[config.mk]
export PLATFORM = sky130hd
export DESIGN_NAME = rx_serial_unit
export DESIGN_NICKNAME = d
export VERILOG_FILES = /design/src/rtl/rxs_pkg.sv /design/src/rtl/rxs_sampler.sv /design/src/rtl/rxs_fifo.sv /design/src/rtl/rxs_pacer.sv /design/src/rtl/rx_serial_unit.sv
export SDC_FILE = /design/constraint.sdc
export NUM_CORES = 1
export LEC_CHECK = 0
export ABC_AREA = 0
export ABC_CLOCK_PERIOD_IN_PS = 2400
export BUFFER_PORTS_ARGS = -buffer_cell sky130_fd_sc_hd__clkbuf_2
export CORE_UTILIZATION = 55
export DETAILED_ROUTE_END_ITERATION = 10
export PLACE_DENSITY = 0.77
export SLEW_MARGIN = 20
export SYNTH_ARGS = -nofsm -noshare
export SYNTH_HDL_FRONTEND = slang
export SYNTH_SLANG_ARGS = --single-unit
[constraint.sdc]
create_clock -name clk -period 2.4 [get_ports clk]
set_input_delay 0 -clock clk [delete_from_list [all_inputs] [get_ports clk]]
set_output_delay 0 -clock clk [all_outputs]
set_load 0.01 [all_outputs]
[src/rtl/rxs_pkg.sv]
package rxs_pkg;

  typedef enum logic [2:0] {
    ST_IDLE, ST_START, ST_DATA, ST_PAR, ST_STOP, ST_HOLD
  } rxs_state_e;

  typedef struct packed {
    logic [7:0] data;
    logic       par_bad;
    logic       frame_bad;
    logic       brk;
  } rxs_char_t;

  // Expected parity bit: 0 odd, 1 even, 2 always 0, 3 always 1.
  function automatic logic parity_bit(logic [7:0] d, logic eight, logic [1:0] mode);
    logic x;
    x = eight ? ^d : ^d[6:0];
    case (mode)
      2'd0:    return ~x;
      2'd1:    return x;
      2'd2:    return 1'b0;
      default: return 1'b1;
    endcase
  endfunction

  // Oversample ticks in one character: start, data, optional parity, stop.
  function automatic int char_ticks(int ovs, logic eight, logic par_en);
    return ovs * (2 + (eight ? 8 : 7) + (par_en ? 1 : 0));
  endfunction

  // Fill at or above a level; both are widened so any width pair compares.
  function automatic logic at_level(logic [15:0] fill, logic [15:0] lvl);
    return fill >= lvl;
  endfunction

endpackage

[src/rtl/rxs_sampler.sv]
module rxs_sampler
  import rxs_pkg::*;
#(
  parameter int OVS = 8
)(
  input  logic      clk,
  input  logic      rst_n,
  input  logic      en,
  input  logic      tick,
  input  logic      rx_s,
  input  logic      eight,
  input  logic      par_en,
  input  logic [1:0] par_mode,
  output logic      char_evt,
  output rxs_char_t char_out
);
  localparam int PH_W = $clog2(OVS);
  localparam logic [PH_W-1:0] MID = PH_W'(OVS / 2);

  rxs_state_e      state;
  logic [PH_W-1:0] phase;
  logic [2:0]      idx;
  logic [7:0]      shreg;
  logic            pbit;
  logic [2:0]      last_idx;
  logic            mid_tick;

  assign last_idx = eight ? 3'd7 : 3'd6;
  assign mid_tick = tick && (phase == MID);

  always_ff @(posedge clk or negedge rst_n) begin
    if (!rst_n) begin
      state    <= ST_IDLE;
      phase    <= '0;
      idx      <= '0;
      shreg    <= '0;
      pbit     <= 1'b0;
      char_evt <= 1'b0;
      char_out <= '0;
    end else begin
      char_evt <= 1'b0;
      if (!en) begin
        state <= ST_IDLE;
      end else if (state == ST_HOLD) begin
        if (rx_s) state <= ST_IDLE;
      end else if (state == ST_IDLE) begin
        if (tick && !rx_s) begin
          state <= ST_START;
          phase <= PH_W'(1);
        end
      end else if (tick) begin
        phase <= phase + PH_W'(1);
        if (mid_tick) begin
          case (state)
            ST_START: begin
              if (rx_s) state <= ST_IDLE;
              else begin
                state <= ST_DATA;
                idx   <= '0;
                shreg <= '0;
                pbit  <= 1'b0;
              end
            end
            ST_DATA: begin
              shreg[idx] <= rx_s;
              idx        <= idx + 3'd1;
              if (idx == last_idx) state <= par_en ? ST_PAR : ST_STOP;
            end
            ST_PAR: begin
              pbit  <= rx_s;
              state <= ST_STOP;
            end
            default: begin
              char_evt           <= 1'b1;
              char_out.data      <= shreg;
              char_out.par_bad   <= par_en && (pbit != parity_bit(shreg, eight, par_mode));
              char_out.frame_bad <= !rx_s;
              char_out.brk       <= !rx_s && (shreg == 8'd0) && !pbit;
              state              <= rx_s ? ST_IDLE : ST_HOLD;
            end
          endcase
        end
      end
    end
  end
endmodule

[src/rtl/rxs_fifo.sv]
module rxs_fifo #(
  parameter int DEPTH = 64,
  parameter int DW    = 8
)(
  input  logic                     clk,
  input  logic                     rst_n,
  input  logic                     flush,
  input  logic                     push,
  input  logic [DW-1:0]            din,
  input  logic                     pop,
  output logic [DW-1:0]            dout,
  output logic [$clog2(DEPTH):0]   count,
  output logic                     full
);
  localparam int AW = $clog2(DEPTH);
  localparam int CW = AW + 1;

  logic [DW-1:0] mem [DEPTH];
  logic [AW-1:0] wr_ptr, rd_ptr;
  logic          do_push, do_pop;

  assign full    = (count == CW'(DEPTH));
  assign do_push = push && !full;
  assign do_pop  = pop && (count != '0);
  assign dout    = mem[rd_ptr];

  always_ff @(posedge clk) begin
    if (do_push) mem[wr_ptr] <= din;
  end

  always_ff @(posedge clk or negedge rst_n) begin
    if (!rst_n) begin
      wr_ptr <= '0;
      rd_ptr <= '0;
      count  <= '0;
    end else if (flush) begin
      wr_ptr <= '0;
      rd_ptr <= '0;
      count  <= '0;
    end else begin
      if (do_push) wr_ptr <= wr_ptr + AW'(1);
      if (do_pop)  rd_ptr <= rd_ptr + AW'(1);
      case ({do_push, do_pop})
        2'b10:   count <= count + CW'(1);
        2'b01:   count <= count - CW'(1);
        default: count <= count;
      endcase
    end
  end
endmodule

[src/rtl/rxs_pacer.sv]
module rxs_pacer
  import rxs_pkg::*;
#(
  parameter int OVS      = 8,
  parameter int TO_CHARS = 4,
  parameter int CW       = 7,
  parameter int LVL_W    = 5
)(
  input  logic             clk,
  input  logic             rst_n,
  input  logic             tick,
  input  logic [CW-1:0]    fill,
  input  logic [LVL_W-1:0] trig,
  input  logic [LVL_W-1:0] flow_lvl,
  input  logic             flow_en,
  input  logic             eight,
  input  logic             par_en,
  input  logic             arrive,
  input  logic             pop,
  input  logic             flush,
  output logic             data_req,
  output logic             timeout_req,
  output logic             rts
);
  localparam int TO_MAX = TO_CHARS * OVS * 11;
  localparam int TO_W   = $clog2(TO_MAX + 1);

  logic [TO_W-1:0] idle_cnt, limit;
  logic            expired;

  assign limit    = TO_W'(TO_CHARS * char_ticks(OVS, eight, par_en));
  assign expired  = idle_cnt >= limit;
  assign data_req = (fill != '0) && at_level(16'(fill), 16'(trig));
  assign timeout_req = expired && (fill != '0) && !data_req;
  assign rts      = !flow_en || !at_level(16'(fill), 16'(flow_lvl));

  always_ff @(posedge clk or negedge rst_n) begin
    if (!rst_n) idle_cnt <= '0;
    else if (arrive || pop || flush || fill == '0) idle_cnt <= '0;
    else if (tick && !expired) idle_cnt <= idle_cnt + TO_W'(1);
  end
endmodule

[src/rtl/rx_serial_unit.sv]
module rx_serial_unit
  import rxs_pkg::*;
#(
  parameter int OVS      = 8,
  parameter int DEPTH    = 64,
  parameter int LVL_W    = 5,
  parameter int TO_CHARS = 4
)(
  input  logic                   clk,
  input  logic                   rst_n,
  input  logic                   os_tick,
  input  logic                   rx_in,
  input  logic                   cfg_enable,
  input  logic                   cfg_eight_bits,
  input  logic                   cfg_parity_en,
  input  logic [1:0]             cfg_parity_mode,
  input  logic                   cfg_flow_en,
  input  logic [LVL_W-1:0]       cfg_rx_trig,
  input  logic [LVL_W-1:0]       cfg_flow_lvl,
  input  logic                   fifo_flush,
  input  logic                   err_clear,
  input  logic                   pop,
  output logic [7:0]             pop_data,
  output logic [$clog2(DEPTH):0] fill_count,
  output logic                   data_req,
  output logic                   timeout_req,
  output logic                   rts_out,
  output logic                   err_parity,
  output logic                   err_frame,
  output logic                   err_overflow,
  output logic                   err_break
);
  localparam int CW = $clog2(DEPTH) + 1;

  logic      rx_meta, rx_sync;
  logic      byte_evt, store, fifo_full;
  rxs_char_t frm;

  always_ff @(posedge clk or negedge rst_n) begin
    if (!rst_n) begin
      rx_meta <= 1'b1;
      rx_sync <= 1'b1;
    end else begin
      rx_meta <= rx_in;
      rx_sync <= rx_meta;
    end
  end

  rxs_sampler #(.OVS(OVS)) u_smp (
    .clk(clk), .rst_n(rst_n), .en(cfg_enable), .tick(os_tick), .rx_s(rx_sync),
    .eight(cfg_eight_bits), .par_en(cfg_parity_en), .par_mode(cfg_parity_mode),
    .char_evt(byte_evt), .char_out(frm)
  );

  assign store = byte_evt && !frm.brk;

  rxs_fifo #(.DEPTH(DEPTH), .DW(8)) u_fifo (
    .clk(clk), .rst_n(rst_n), .flush(fifo_flush), .push(store), .din(frm.data),
    .pop(pop), .dout(pop_data), .count(fill_count), .full(fifo_full)
  );

  rxs_pacer #(.OVS(OVS), .TO_CHARS(TO_CHARS), .CW(CW), .LVL_W(LVL_W)) u_pace (
    .clk(clk), .rst_n(rst_n), .tick(os_tick), .fill(fill_count), .trig(cfg_rx_trig),
    .flow_lvl(cfg_flow_lvl), .flow_en(cfg_flow_en), .eight(cfg_eight_bits),
    .par_en(cfg_parity_en), .arrive(byte_evt), .pop(pop), .flush(fifo_flush),
    .data_req(data_req), .timeout_req(timeout_req), .rts(rts_out)
  );

  always_ff @(posedge clk or negedge rst_n) begin
    if (!rst_n) begin
      err_parity   <= 1'b0;
      err_frame    <= 1'b0;
      err_overflow <= 1'b0;
      err_break    <= 1'b0;
    end else begin
      err_parity   <= (err_parity   && !err_clear) || (store && frm.par_bad);
      err_frame    <= (err_frame    && !err_clear) || (byte_evt && frm.frame_bad);
      err_overflow <= (err_overflow && !err_clear) || (store && fifo_full);
      err_break    <= (err_break    && !err_clear) || (byte_evt && frm.brk);
    end
  end
endmodule

==> results.txt <==
For this design, the sink count on the clock tree is around 580. The placer's final routability congestion estimate is 0.917. The netlist area before placement came out at around 24000 um2. The number of buffers inserted during clock tree synthesis is 55. The type of destination of the critical path is an output pin. The number of cells on the worst reg-to-reg path is 9. VDD sags by at most 0.000614 V. The number of warnings printed during yosys synthesis is 0.

The final worst-path cycle share is 1.22. The die outline width is ~210 um. 0 antenna diodes ended up in the layout. The later pin in the worst-skew pair is clocked with a latency of around 0.60 ns. The cell sitting at the root of the clock tree is a sky130_fd_sc_hd__clkbuf_16. The count of cells along the worst hold path came out at 2. Yosys attributes the largest share of cell area to sky130_fd_sc_hd__edfxtp_1 (65%), sky130_fd_sc_hd__mux4_2 (12%), sky130_fd_sc_hd__dfrtp_1 (6.6%).

Static timing analysis puts the maximum clock frequency at around 340 MHz. The number of maximum-capacitance constraint violations came out at 0. The start point of the worst min-delay path is rx_in.

Walking the worst path, the cells encountered are buf_4 > bufbuf_16 > buf_4 > mux4_2 > o22ai_2 > nor2_1 > nand3_1 > o21ai_2 > buf_2. The synthesized net count came out at ~1400. For this run, the leading register cell type out of synthesis is sky130_fd_sc_hd__edfxtp_1. The number of placement rows is 75. Summed over all failing endpoints, the final setup total negative slack is -3.68 ns. The final reports fail on negative setup slack. The path with the worst hold slack has its endpoint at rx_meta. Setup repair after global routing could not meet its margin everywhere. The level count of the clock H-tree came out at 2. The flip-flop and latch area is ~17000 um2.

Synthesis inferred roughly 580 register bits. The fraction of synthesis flops using an asynchronous set or reset pin is 0.111. The worst setup slack for register-to-register paths came out at 0.12 ns. At the pin with the least slew margin, the transition time is around 1.0 ns. The I/O pin total is 45. The minimum clock period came out at around 2.9 ns. STA classifies the critical path startpoint as a flip-flop.

Setup slack on the critical path of the routed design comes to -0.524 ns. The layout overhead on the synthesized area is 18.9%. The biggest area contributor in the post-synthesis netlist is sky130_fd_sc_hd__edfxtp_1. The reported leakage power came out at approximately 10 nW.

After filler insertion, the fill cell instance count of the layout stands at 2675. After floorplanning, the core was sized to cover about 42000 um2. The vertical extent of the die is 209 um. The worst path arrival time is ~2.9 ns. The most numerous cell type found on the critical path is sky130_fd_sc_hd__buf_4. In this run the critical register-to-register path is captured at u_smp.char_out[2]. The class of the worst hold path is input pin to flip-flop. The area of the multi-input gates came out at 6410 um2. The total vias in the final route came out at between 10000 and 15000. The post-detailed-routing wire length came out at roughly 56000 um.

The final hold violation count came out at 0. At the end of the flow, the number of nets in the layout was 1606. The initial core utilization is 0.559. The overall overflow remaining after global route is 0.

The kind of critical path is flip-flop to output pin. The count of flip-flops with a built-in enable after synthesis is roughly 500. The number of setup violations in the final report came out at 8. The first-pass iteration count of the detailed router came out at 6. For this run, design rule violations remaining after detail routing come to 0.

The post-detailed-route wirelength per cell came out at around 26 um. TritonCTS built the clock tree. Entering global routing, the biggest net connects between 60 and 70 pins. The required time of the critical path is about 2.4 ns.

The sequential element share of the synthesized area is 0.721. The count of mapped cells out of synthesis came out at between 1000 and 1500. In this run the tightest slew margin relative to its limit is 0.312. The register clock-pin slew on the reported worst setup and hold paths came out at approximately 0.06 ns.

The critical-path cell with the highest stage delay is sky130_fd_sc_hd__dfrtp_4. The critical path buffer and inverter count is 4. The maximum clock path buffer count came out at 3.

The largest fanout on the critical path came out at 8. The worst clock skew is between 0.02 and 0.03 ns. The number of pins exceeding their max-slew limit in the final report came out at 0. The power density over the cells came out at between 800 and 900 nW/um2. The first-pass GRT wire length is 82500 um. Power comes to 23.6 mW. In this design, the largest share of critical-path delay is due to buffers and inverters. Detailed placement finished with a half-perimeter wire length of 33700 um. The ratio of routed vias to standard cells is 6.25. The die footprint is 43600 um2. The startpoint identified for the worst register-to-register timing path is u_smp.shreg[1]. In this run the mean area of a mapped cell was approximately 17 um2. Across every metal layer, demand over resource in global routing totals 0.258. Of the cells placed in the final design, the portion with a size suffix greater than 1 is 0.318.

The area fraction of the dominant cell type after synthesis came out at 0.653. The number of antenna violations at the first check in global routing is 0. The detailed router finished its first iteration with around 1400 violations. The run finished, with violations left. The unique cell type count in the Yosys netlist is 63.

The largest single stage delay on the critical path is 0.52 ns. The count of nets left with antenna violations once routing finished came out at 0. The number of I/O port buffers came out at 44. The via count of the first global-routing pass came out at ~14000.
sequential cells by signal, summed over array words and instances, names as in the netlist, 3 cells and up:
signal	flops
u_fifo.count	7
u_fifo.mem	512
u_fifo.rd_ptr	6
u_fifo.wr_ptr	6
u_pace.idle_cnt	9
u_smp.char_out	11
u_smp.idx	3
u_smp.phase	3
u_smp.shreg	8
u_smp.state	3
final cells by class:
class                           instances  area share
Inverter                               42     0.00572
Timing Repair Buffer                  222      0.0704
Tap cell                              539      0.0241
Clock buffer                           72      0.0536
Sequential cell                       576       0.607
Clock inverter                         28     0.00983
Multi-Input combinational cell        659       0.229
worst max-delay path by stage:
| stage | from | to | slack [ns] | depth (start not counted) |
|---|---|---|---|---|
| floorplan | u_fifo.count[3] | u_fifo.count[6] | 0.006 | 11 |
| global placement | u_fifo.rd_ptr[0] | pop_data[5] | 0.02 | 8 |
| detailed placement | u_fifo.rd_ptr[0] | pop_data[5] | -0.03 | 8 |
| CTS | u_fifo.rd_ptr[0] | pop_data[1] | -0.50 | 8 |
| global route | u_fifo.rd_ptr[0] | pop_data[1] | -0.56 | 9 |
| finish | u_fifo.rd_ptr[0] | pop_data[1] | -0.52 | 9 |
layout by cell type (no fill, tap or decap), types with 6 or more instances in the layout:
cell	netlist	final
sky130_fd_sc_hd__inv_1	42	38
sky130_fd_sc_hd__o22ai_2	0	8
sky130_fd_sc_hd__clkinv_2	0	9
sky130_fd_sc_hd__dfrtp_2	0	8
sky130_fd_sc_hd__o21ai_2	0	7
sky130_fd_sc_hd__buf_2	25	9
sky130_fd_sc_hd__a21oi_1	25	20
sky130_fd_sc_hd__o21ai_0	48	39
sky130_fd_sc_hd__a22oi_2	0	7
sky130_fd_sc_hd__nor2b_1	12	12
sky130_fd_sc_hd__xnor2_1	15	13
sky130_fd_sc_hd__or3_1	6	6
sky130_fd_sc_hd__buf_12	0	17
sky130_fd_sc_hd__ha_1	27	22
sky130_fd_sc_hd__nor2_1	126	122
sky130_fd_sc_hd__nand4_1	11	11
sky130_fd_sc_hd__dlygate4sd3_1	0	12
sky130_fd_sc_hd__buf_4	7	136
sky130_fd_sc_hd__clkbuf_2	0	35
sky130_fd_sc_hd__clkinv_1	0	8
sky130_fd_sc_hd__nor3_2	1	6
sky130_fd_sc_hd__dfrtp_1	62	52
sky130_fd_sc_hd__mux2i_1	14	10
sky130_fd_sc_hd__o22ai_1	29	21
sky130_fd_sc_hd__xor2_1	15	15
sky130_fd_sc_hd__a21o_1	6	6
sky130_fd_sc_hd__nor3_1	16	11
sky130_fd_sc_hd__clkbuf_8	0	6
sky130_fd_sc_hd__edfxtp_1	512	512
sky130_fd_sc_hd__a31oi_1	9	9
sky130_fd_sc_hd__clkbuf_16	0	56
sky130_fd_sc_hd__mux4_2	126	126
sky130_fd_sc_hd__o211ai_1	6	6
sky130_fd_sc_hd__nand2_1	64	63
sky130_fd_sc_hd__clkbuf_1	24	11
sky130_fd_sc_hd__nand3_1	17	16
stage by stage:
stage                     hold slack [ns]  setup slack [ns]  utilization  std cells  cell area (um2)
after CTS                         0.00589            -0.496        0.658       2135            27700
final                              0.0351            -0.524        0.664       2138            28000
after global placement            -0.0143            0.0166        0.601       1998            25300
after floorplan                    -0.296           0.00552            -       1347            23600
after global routing               0.0216            -0.555        0.664       2138            28000
after detailed placement         -0.00748           -0.0295        0.601       1998            25300
metal layers:
metal  up-vias  track usage  part of all wire  wire length [um]
met5         -            0                 0                 0
met4         0       0.0890             0.033              1810
met3       119       0.0591             0.084              4700
met2       697        0.425              0.50             27800
met1      6808        0.343              0.38             21300
li1       5741            -                 -                 -
logic make-up after synthesis:
| family | Yosys count | share of synthesized area |
|---|---|---|
| DFF | 576 | 0.721 |
| and+or+nand+nor | 290 | 0.0567 |
| buffers and inverters | 112 | 0.0228 |
| AOI/OAI and AO/OA | 170 | 0.0465 |
| muxes | 142 | 0.127 |
| adders and majority gates | 27 | 0.0143 |
| xor gates and xnor gates | 30 | 0.0112 |
synth_stat cells, types with 16 or more instances:
| cell type | n |
|---|---|
| sky130_fd_sc_hd__a21oi_1 | 25 |
| sky130_fd_sc_hd__nand3_1 | 17 |
| sky130_fd_sc_hd__clkbuf_1 | 24 |
| sky130_fd_sc_hd__edfxtp_1 | 512 |
| sky130_fd_sc_hd__nor2_1 | 126 |
| sky130_fd_sc_hd__nor3_1 | 16 |
| sky130_fd_sc_hd__mux4_2 | 126 |
| sky130_fd_sc_hd__ha_1 | 27 |
| sky130_fd_sc_hd__inv_1 | 42 |
| sky130_fd_sc_hd__nand2_1 | 64 |
| sky130_fd_sc_hd__dfrtp_1 | 62 |
| sky130_fd_sc_hd__o22ai_1 | 29 |
| sky130_fd_sc_hd__o21ai_0 | 48 |
| sky130_fd_sc_hd__buf_2 | 25 |
power by group:
group / total [mW] / leakage, nW / switching, mW / internal (mW)
Combinational: 4.04 / 3.29 / 1.95 / 2.09
Clock: 8.59 / 0.863 / 3.67 / 4.93
Sequential: 10.9 / 6.15 / 0.0939 / 10.8
what timing repair did:
item                       CTS  global route
hold endpoints to repair   109             0
hold buffers                12             0
pin swaps                   18            20
gates cloned                 5             1
setup endpoints to repair   11            16
gates resized for setup     48            57
buffers inserted            20             2
Power figures use the tool's default switching activity.
